==> config.mk <==
export PLATFORM = sky130hd
export DESIGN_NAME = updn_timer
export DESIGN_NICKNAME = d
export VERILOG_FILES = /design/src/rtl/updn_timer_pkg.sv /design/src/rtl/updn_wr_stage.sv /design/src/rtl/updn_count_core.sv /design/src/rtl/updn_flag_reg.sv /design/src/rtl/updn_timer.sv
export SDC_FILE = /design/constraint.sdc
export NUM_CORES = 1
export LEC_CHECK = 0
export CAP_MARGIN = 5
export CORE_ASPECT_RATIO = 1.25
export CORE_UTILIZATION = 40
export DETAILED_ROUTE_END_ITERATION = 8
export GPL_TIMING_DRIVEN = 0
export PLACE_DENSITY = 0.63
export SETUP_SLACK_MARGIN = 0.05
export SLEW_MARGIN = 15
export SYNTH_ARGS = -nofsm -noshare
export SYNTH_HDL_FRONTEND = slang
export SYNTH_HIERARCHICAL = 1
export SYNTH_SLANG_ARGS = --single-unit
export TNS_END_PERCENT = 50
==> constraint.sdc <==
create_clock -name clk -period 2.3 [get_ports clk]
set_input_delay 0.46 -clock clk [delete_from_list [all_inputs] [get_ports clk]]
set_output_delay 0.46 -clock clk [all_outputs]
set_load 0.03 [all_outputs]
==> src/rtl/updn_timer_pkg.sv <==
package updn_timer_pkg;
  localparam int ADDR_W = 2;
  localparam int FLAG_OVF = 0;
  localparam int FLAG_UDF = 1;

  typedef enum logic [ADDR_W-1:0] {
    RA_COUNT  = 2'd0,
    RA_STATUS = 2'd1,
    RA_ENABLE = 2'd2,
    RA_SPARE  = 2'd3
  } reg_addr_e;
endpackage

==> src/rtl/updn_wr_stage.sv <==
module updn_wr_stage
  import updn_timer_pkg::*;
#(
  parameter int CNT_W = 16
) (
  input  logic              clk,
  input  logic              rst_n,
  input  logic              bus_we,
  input  logic [ADDR_W-1:0] bus_addr,
  input  logic [CNT_W-1:0]  bus_wdata,
  output logic [CNT_W-1:0]  pend_data,
  output logic              commit_cnt,
  output logic              commit_st,
  output logic              commit_ie
);
  logic              pend_vld;
  logic [ADDR_W-1:0] pend_addr;

  // T1 captures the transaction, and the cycle after it is T2.
  always_ff @(posedge clk or negedge rst_n) begin
    if (!rst_n) begin
      pend_vld  <= 1'b0;
      pend_addr <= '0;
      pend_data <= '0;
    end else begin
      pend_vld <= bus_we;
      if (bus_we) begin
        pend_addr <= bus_addr;
        pend_data <= bus_wdata;
      end
    end
  end

  assign commit_cnt = pend_vld && (pend_addr == RA_COUNT);
  assign commit_st  = pend_vld && (pend_addr == RA_STATUS);
  assign commit_ie  = pend_vld && (pend_addr == RA_ENABLE);
endmodule

==> src/rtl/updn_count_core.sv <==
module updn_count_core #(
  parameter int CNT_W = 16
) (
  input  logic             clk,
  input  logic             rst_n,
  input  logic             cnt_en,
  input  logic             cnt_up,
  input  logic             ld,
  input  logic [CNT_W-1:0] ld_val,
  output logic [CNT_W-1:0] cnt,
  output logic             ovf_evt,
  output logic             udf_evt
);
  localparam logic [CNT_W-1:0] TOP = {CNT_W{1'b1}};

  function automatic logic [CNT_W-1:0] step(input logic [CNT_W-1:0] v, input logic up);
    return up ? v + 1'b1 : v - 1'b1;
  endfunction

  function automatic logic wraps(input logic [CNT_W-1:0] v, input logic up);
    return up ? (v == TOP) : (v == '0);
  endfunction

  logic tick;
  assign tick    = cnt_en && !ld;
  assign ovf_evt = tick && cnt_up && wraps(cnt, 1'b1);
  assign udf_evt = tick && !cnt_up && wraps(cnt, 1'b0);

  always_ff @(posedge clk or negedge rst_n) begin
    if (!rst_n)    cnt <= '0;
    else if (ld)   cnt <= ld_val;
    else if (tick) cnt <= step(cnt, cnt_up);
  end
endmodule

==> src/rtl/updn_flag_reg.sv <==
module updn_flag_reg (
  input  logic       clk,
  input  logic       rst_n,
  input  logic [1:0] evt,
  input  logic       st_wr,
  input  logic       ie_wr,
  input  logic [1:0] wbits,
  output logic [1:0] flags,
  output logic [1:0] ie,
  output logic       irq
);
  function automatic logic [1:0] flag_next(input logic [1:0] cur, input logic wr,
                                           input logic [1:0] w, input logic [1:0] set);
    return (cur & (wr ? w : 2'b11)) | set;
  endfunction

  always_ff @(posedge clk or negedge rst_n) begin
    if (!rst_n) begin
      flags <= '0;
      ie    <= '0;
    end else begin
      flags <= flag_next(flags, st_wr, wbits, evt);
      if (ie_wr) ie <= wbits;
    end
  end

  assign irq = |(flags & ie);
endmodule

==> src/rtl/updn_timer.sv <==
module updn_timer
  import updn_timer_pkg::*;
#(
  parameter int CNT_W = 16
) (
  input  logic             clk,
  input  logic             rst_n,
  input  logic             cnt_en,
  input  logic             cnt_up,
  input  logic [1:0]       bus_addr,
  input  logic             bus_we,
  input  logic [CNT_W-1:0] bus_wdata,
  output logic [CNT_W-1:0] bus_rdata,
  output logic             irq
);
  logic [CNT_W-1:0] pend_data;
  logic             commit_cnt, commit_st, commit_ie;
  logic [CNT_W-1:0] cnt;
  logic             ovf_evt, udf_evt;
  logic [1:0]       flags, ie;

  updn_wr_stage #(.CNT_W(CNT_W)) u_wr (
    .clk(clk), .rst_n(rst_n), .bus_we(bus_we), .bus_addr(bus_addr),
    .bus_wdata(bus_wdata), .pend_data(pend_data), .commit_cnt(commit_cnt),
    .commit_st(commit_st), .commit_ie(commit_ie)
  );

  updn_count_core #(.CNT_W(CNT_W)) u_core (
    .clk(clk), .rst_n(rst_n), .cnt_en(cnt_en), .cnt_up(cnt_up),
    .ld(commit_cnt), .ld_val(pend_data), .cnt(cnt),
    .ovf_evt(ovf_evt), .udf_evt(udf_evt)
  );

  updn_flag_reg u_flags (
    .clk(clk), .rst_n(rst_n), .evt({udf_evt, ovf_evt}), .st_wr(commit_st),
    .ie_wr(commit_ie), .wbits(pend_data[1:0]), .flags(flags), .ie(ie), .irq(irq)
  );

  always_comb begin
    bus_rdata = '0;
    case (bus_addr)
      RA_COUNT:  bus_rdata = cnt;
      RA_STATUS: bus_rdata[1:0] = flags;
      RA_ENABLE: bus_rdata[1:0] = ie;
      default:   bus_rdata = '0;
    endcase
  end
endmodule

Word-level counts from Yosys, hierarchy flattened
Index checks and enable logic that the tools add are counted.
Widths: inputs -> output; s select.
{ "totals": {"reg_bits": 39, "out_inout_bits": 17, "wordCells": 37} }
{ "classes": {"addsub": 2, "n_eq_ne": 5, "mux": 6, "bitwise": 3, "reduce_logical": 15} }
{ "op_table": {"columns": ["operator", "count"], "rows": [
  ["$mux 16", 3],
  ["$add 16x1->16 const B", 1],
  ["$eq 16x16->1 const B", 1],
  ["$logic_not 16->1", 1],
  ["$sub 16x1->16 const B", 1],
  ["$mux 14", 1],
  ["$logic_and 1x1->1", 8],
  ["$pmux 2 s3", 1],
  ["$and 2x2->2", 2],
  ["$eq 2x1->1 const B", 2],
  ["$eq 2x2->1 const B", 2],
  ["$logic_not 2->1", 2],
  ["$logic_not 1->1", 2],
  ["$mux 2", 1],
  ["$or 2x2->2", 1],
  ["$reduce_bool 2->1", 1],
  ["$reduce_or 2->1", 1]
]} }

Longest topological paths before layout
{ "logic_depth": {"ltp_word": 7, "depth_mapped": 9, "ltp_nobuf": 9} }

By module
Netlist, hierarchy kept.
{ "modules_own_cells": {"columns": ["mod", "n_inst", "cells_each", "area_each_um2", "seq_area_each_um2"], "rows": [
  ["updn_count_core", 1, 186, 1554.0, 400.4],
  ["updn_wr_stage", 1, 42, 772.0, 475.5],
  ["updn_timer", 1, 21, 173.9, 0.0],
  ["updn_flag_reg", 1, 11, 166.4, 100.1]
]} }

Worst setup path before layout
OpenSTA, ideal clock, no wires.
{ "synth_path": {"path_kind": "input -> register", "from": "input cnt_up", "to": "register u_core.cnt[12]", "setup_ns": 0.126, "arrival_time_ns": 2.435, "path_slack_ns": -0.261, "stages": 9, "cell_sequence": "inv_1 -> ha_1 -> nor2b_4 -> o211ai_1 -> a21oi_2 -> a311oi_1 -> o21ai_0 -> mux2i_1 -> a221o_1"} }
{ "synth_between": {"elab_chain_len": 3} }
{ "synth_lines": {"columns": ["item", "line", "source"], "rows": [
  ["from (decl)", "updn_timer.sv:9", "input logic cnt_up,"],
  ["$mux 16", "updn_count_core.sv:17", "return up ? v + 1'b1 : v - 1'b1;"],
  ["$mux 16", "updn_count_core.sv:32", "else if (tick) cnt <= step(cnt, cnt_up);"],
  ["$mux 16", "updn_count_core.sv:31", "else if (ld) cnt <= ld_val;"],
  ["to (signal assigned)", "updn_count_core.sv:31", null],
  ["to (signal assigned)", "updn_count_core.sv:32", null],
  ["to (decl)", "updn_count_core.sv:10", "output logic [CNT_W-1:0] cnt,"]
]} }
No other way between the ends. The select of a mux whose other input is x is not followed.
A chain may end at the register's enable or synchronous reset.

Final worst setup path
{ "layout_path": {"from": "input cnt_up", "to": "register u_core.cnt[14]"} }
The elaborated chain is that of the path after synthesis.

==> impl_metrics.yaml <==
routing:
  dr.pass1.iters: 4
  drt_iter0_markers: 102
  ant_nets: 0
  drc: 0
  routedWlPerCell_um: 15.9
  vias_per_cell: 5.45
  num_vias: 2219
  wl_um: 6490
timing:
  fin_skew_ps: 8.16
  slew_headroom_pct: 60.9
  rsz0062_at_grt: "yes"
  fmax_ghz: 0.446
  setup_slack_ps: 57.9
  worst_pin_slew_ps: 586
  final_hold_viol_count: 0
  finalSetupViolCount: 0
  fin_crit_ps: 2240
  finalCritPeriodShare_pct: 97.5
  finalMaxSlewViolations: 0
synthesis:
  synthArstFlopShare_pct: 100
  synth_top_area_share_pct: 36.6
  post-synth-top-area-cell: "dfrtp_1"
  syn_nets: 298
  syn_inst: 260
  synth.avg_cell_area_um2: 10.3
  synth_area_leaders: "dfrtp_1 (37%), mux2_4 (6.8%), ha_1 (6.6%)"
  synth_area_um2: 2670
  yosysUniqueCellTypes: 52
  synth_warnings: 6
  ys_ff_latch: 39
  seq_area_frac_synth_pct: 36.6
  synth-edff-count: 0
  netlist_top_cells_count: "dfrtp_1 (39), nand2_1 (22), o21ai_0 (20)"
  yosysMostFrequentCell: "dfrtp_1"
  synth_flop_cell: "dfrtp_1"
floorplanning:
  fp-row-count: 32
  die_y_um: 93.3
  die_area_um2: 7000
  ios: 40
  die_w_um: 75.0
  fp.coreArea_um2: 6290
  start_util_pct: 42.4
power:
  peakVddDrop_mv: 0.452
  p_leak_nw: 1.52
  total_power_mw: 3.75
  p_per_area_nw_per_um2: 1070
setup_path:
  critPathLaunchType: "input port"
  crit_arrival_ps: 2420
  crit_fanout: 6
  worstSetupPathType: "in -> reg"
  required_ps: 2480
  cp-end-kind: "flip-flop"
grt:
  grt_pass1_vias: 2092
  gr-total-overflow: 0
  grt_pass1_wl_um: 10200
  antenna_found_initial: 0
  gr-usage-all-layers_pct: 19.7
  grt_max_degree: 31
finish:
  fin_area_um2: 3520
  nets: 361
  areaGrowthSynthToFinish_pct: 32.0
  fin_cells: 407
  final_core_util_pct: 56.0
  antenna_cells: 0
  drive_gt1_share_pct: 30.1
clocking:
  htreeDepth: 2
  insertion_delay_ps: 290
  cts_buffers: 5
  clock_path_buffers: 2
  path_clk_slew_ps: 70
  holdBufCountCts: 0
  cts-root-buf: "clkbuf_8"
  cts_tree: "yes"
  cts.sinks: 39
place:
  place_area_um2: 3200
  dp_hpwl_um: 4730
  portBuffers: 38
  place_congestion: 0.876
  dp_worst_setup_slack_ps: -1310
  dpl.cell_count: 384
min_path:
  hold_path_class: "in -> async"
job:
  cap_violations: 0
status:
  outcome: "finished, final reports clean"
[logic make-up after synthesis]
group | after synthesis | synth area share [%]
AO/OA/AOI/OAI | 64 | 16.0
multiplexers | 32 | 14.7
adder cells (fa/ha/maj) | 15 | 7.32
XOR/XNOR | 10 | 3.29
buffers and inverters | 17 | 3.57
flip-flops | 39 | 36.6
AND/OR/NAND/NOR | 83 | 18.6
[registers in the layout (all words and copies together) (netlist names)]
name	flops
u_core/cnt	16
u_flags/flags	2
u_flags/ie	2
u_wr/pend_addr	2
u_wr/pend_data	16
u_wr/pend_vld	1
[final cells by class]
| class | count | area, µm² |
|---|---|---|
| buffer | 10 | 68.8 |
| clock buffer | 5 | 68.8 |
| clock inverter | 1 | 7.51 |
| fill | 572 | 2770 |
| inverter | 7 | 30.0 |
| multi-input combinational | 204 | 1710 |
| sequential | 39 | 981 |
| tap | 85 | 106 |
| timing repair buffer | 56 | 547 |
[repair_timing]
item | CTS | global route
setup buffers | 12 | 5
pin swaps | 11 | 12
setup endpoints to repair | 29 | 22
gates resized for setup | 60 | 14
[per-layer routing]
metal	up-vias	part of all wire, %	global-route usage [%]
met4	0	1.6	6.45
li1	1085	-	-
met1	1081	45	26.3
met3	8	3.3	2.80
met2	45	50	32.4
met5	-	0	0
[stage by stage]
step                      hold slack [ps]  TNS, ps
after floorplan                       164     -298
after global placement                476   -26590
after detailed placement              347   -19240
after CTS                            31.4    -39.0
after global routing                 38.1    -2.32
final                                25.6        0
[power by group]
group | switching, mW | internal, mW
logic | 1.06 | 1.11
registers | 0.261 | 0.883
clock network | 0.232 | 0.201
total | 1.56 | 2.19
[cell usage in the layout (no fill, tap or decap), types with 4 or more instances in the layout]
cell,Yosys,layout
clkdlybuf4s50_1,0,18
mux2_4,12,12
and2_4,7,7
inv_1,7,6
clkdlybuf4s15_2,0,10
a21oi_1,12,9
a21o_1,4,4
clkbuf_1,7,7
ha_1,14,7
mux2_2,9,9
a211oi_1,6,5
nand4_1,4,4
mux2i_1,11,11
and2_2,4,4
nor4_1,4,4
clkbuf_8,0,5
o21ai_1,0,4
ha_4,0,4
buf_4,0,16
xnor2_1,7,7
dfrtp_2,0,4
nand2_1,22,22
dlygate4sd2_1,0,7
nor2_1,8,7
dfrtp_1,39,35
o21ai_0,20,15
nor2b_1,4,4
[critical path: stages]
cell and delay (ps):
buf_12 80, clkinvlp_4 90, buf_8 140, ha_4 210, nor2b_4 120, o211ai_1 240, a21oi_2 140, a2111o_1 400
o22ai_2 170, mux2i_1 100, a221o_1 270
[worst paths after layout]
path | startpoint | to | slack, ps | cells after the start
min reg2reg | u_wr/pend_data[2] | u_core/cnt[2] | 500 | 2
max | cnt_up | u_core/cnt[14] | 60 | 11
min in group clk | u_wr/pend_data[2] | u_core/cnt[2] | 500 | 2
max reg2reg | u_core/cnt[2] | u_core/cnt[14] | 70 | 8
min | rst_n | u_wr/pend_data[6] | 30 | 1
max in group asynchronous | rst_n | u_core/cnt[0] | 1830 | 2
No activity file was read; power rests on OpenSTA's default activity.
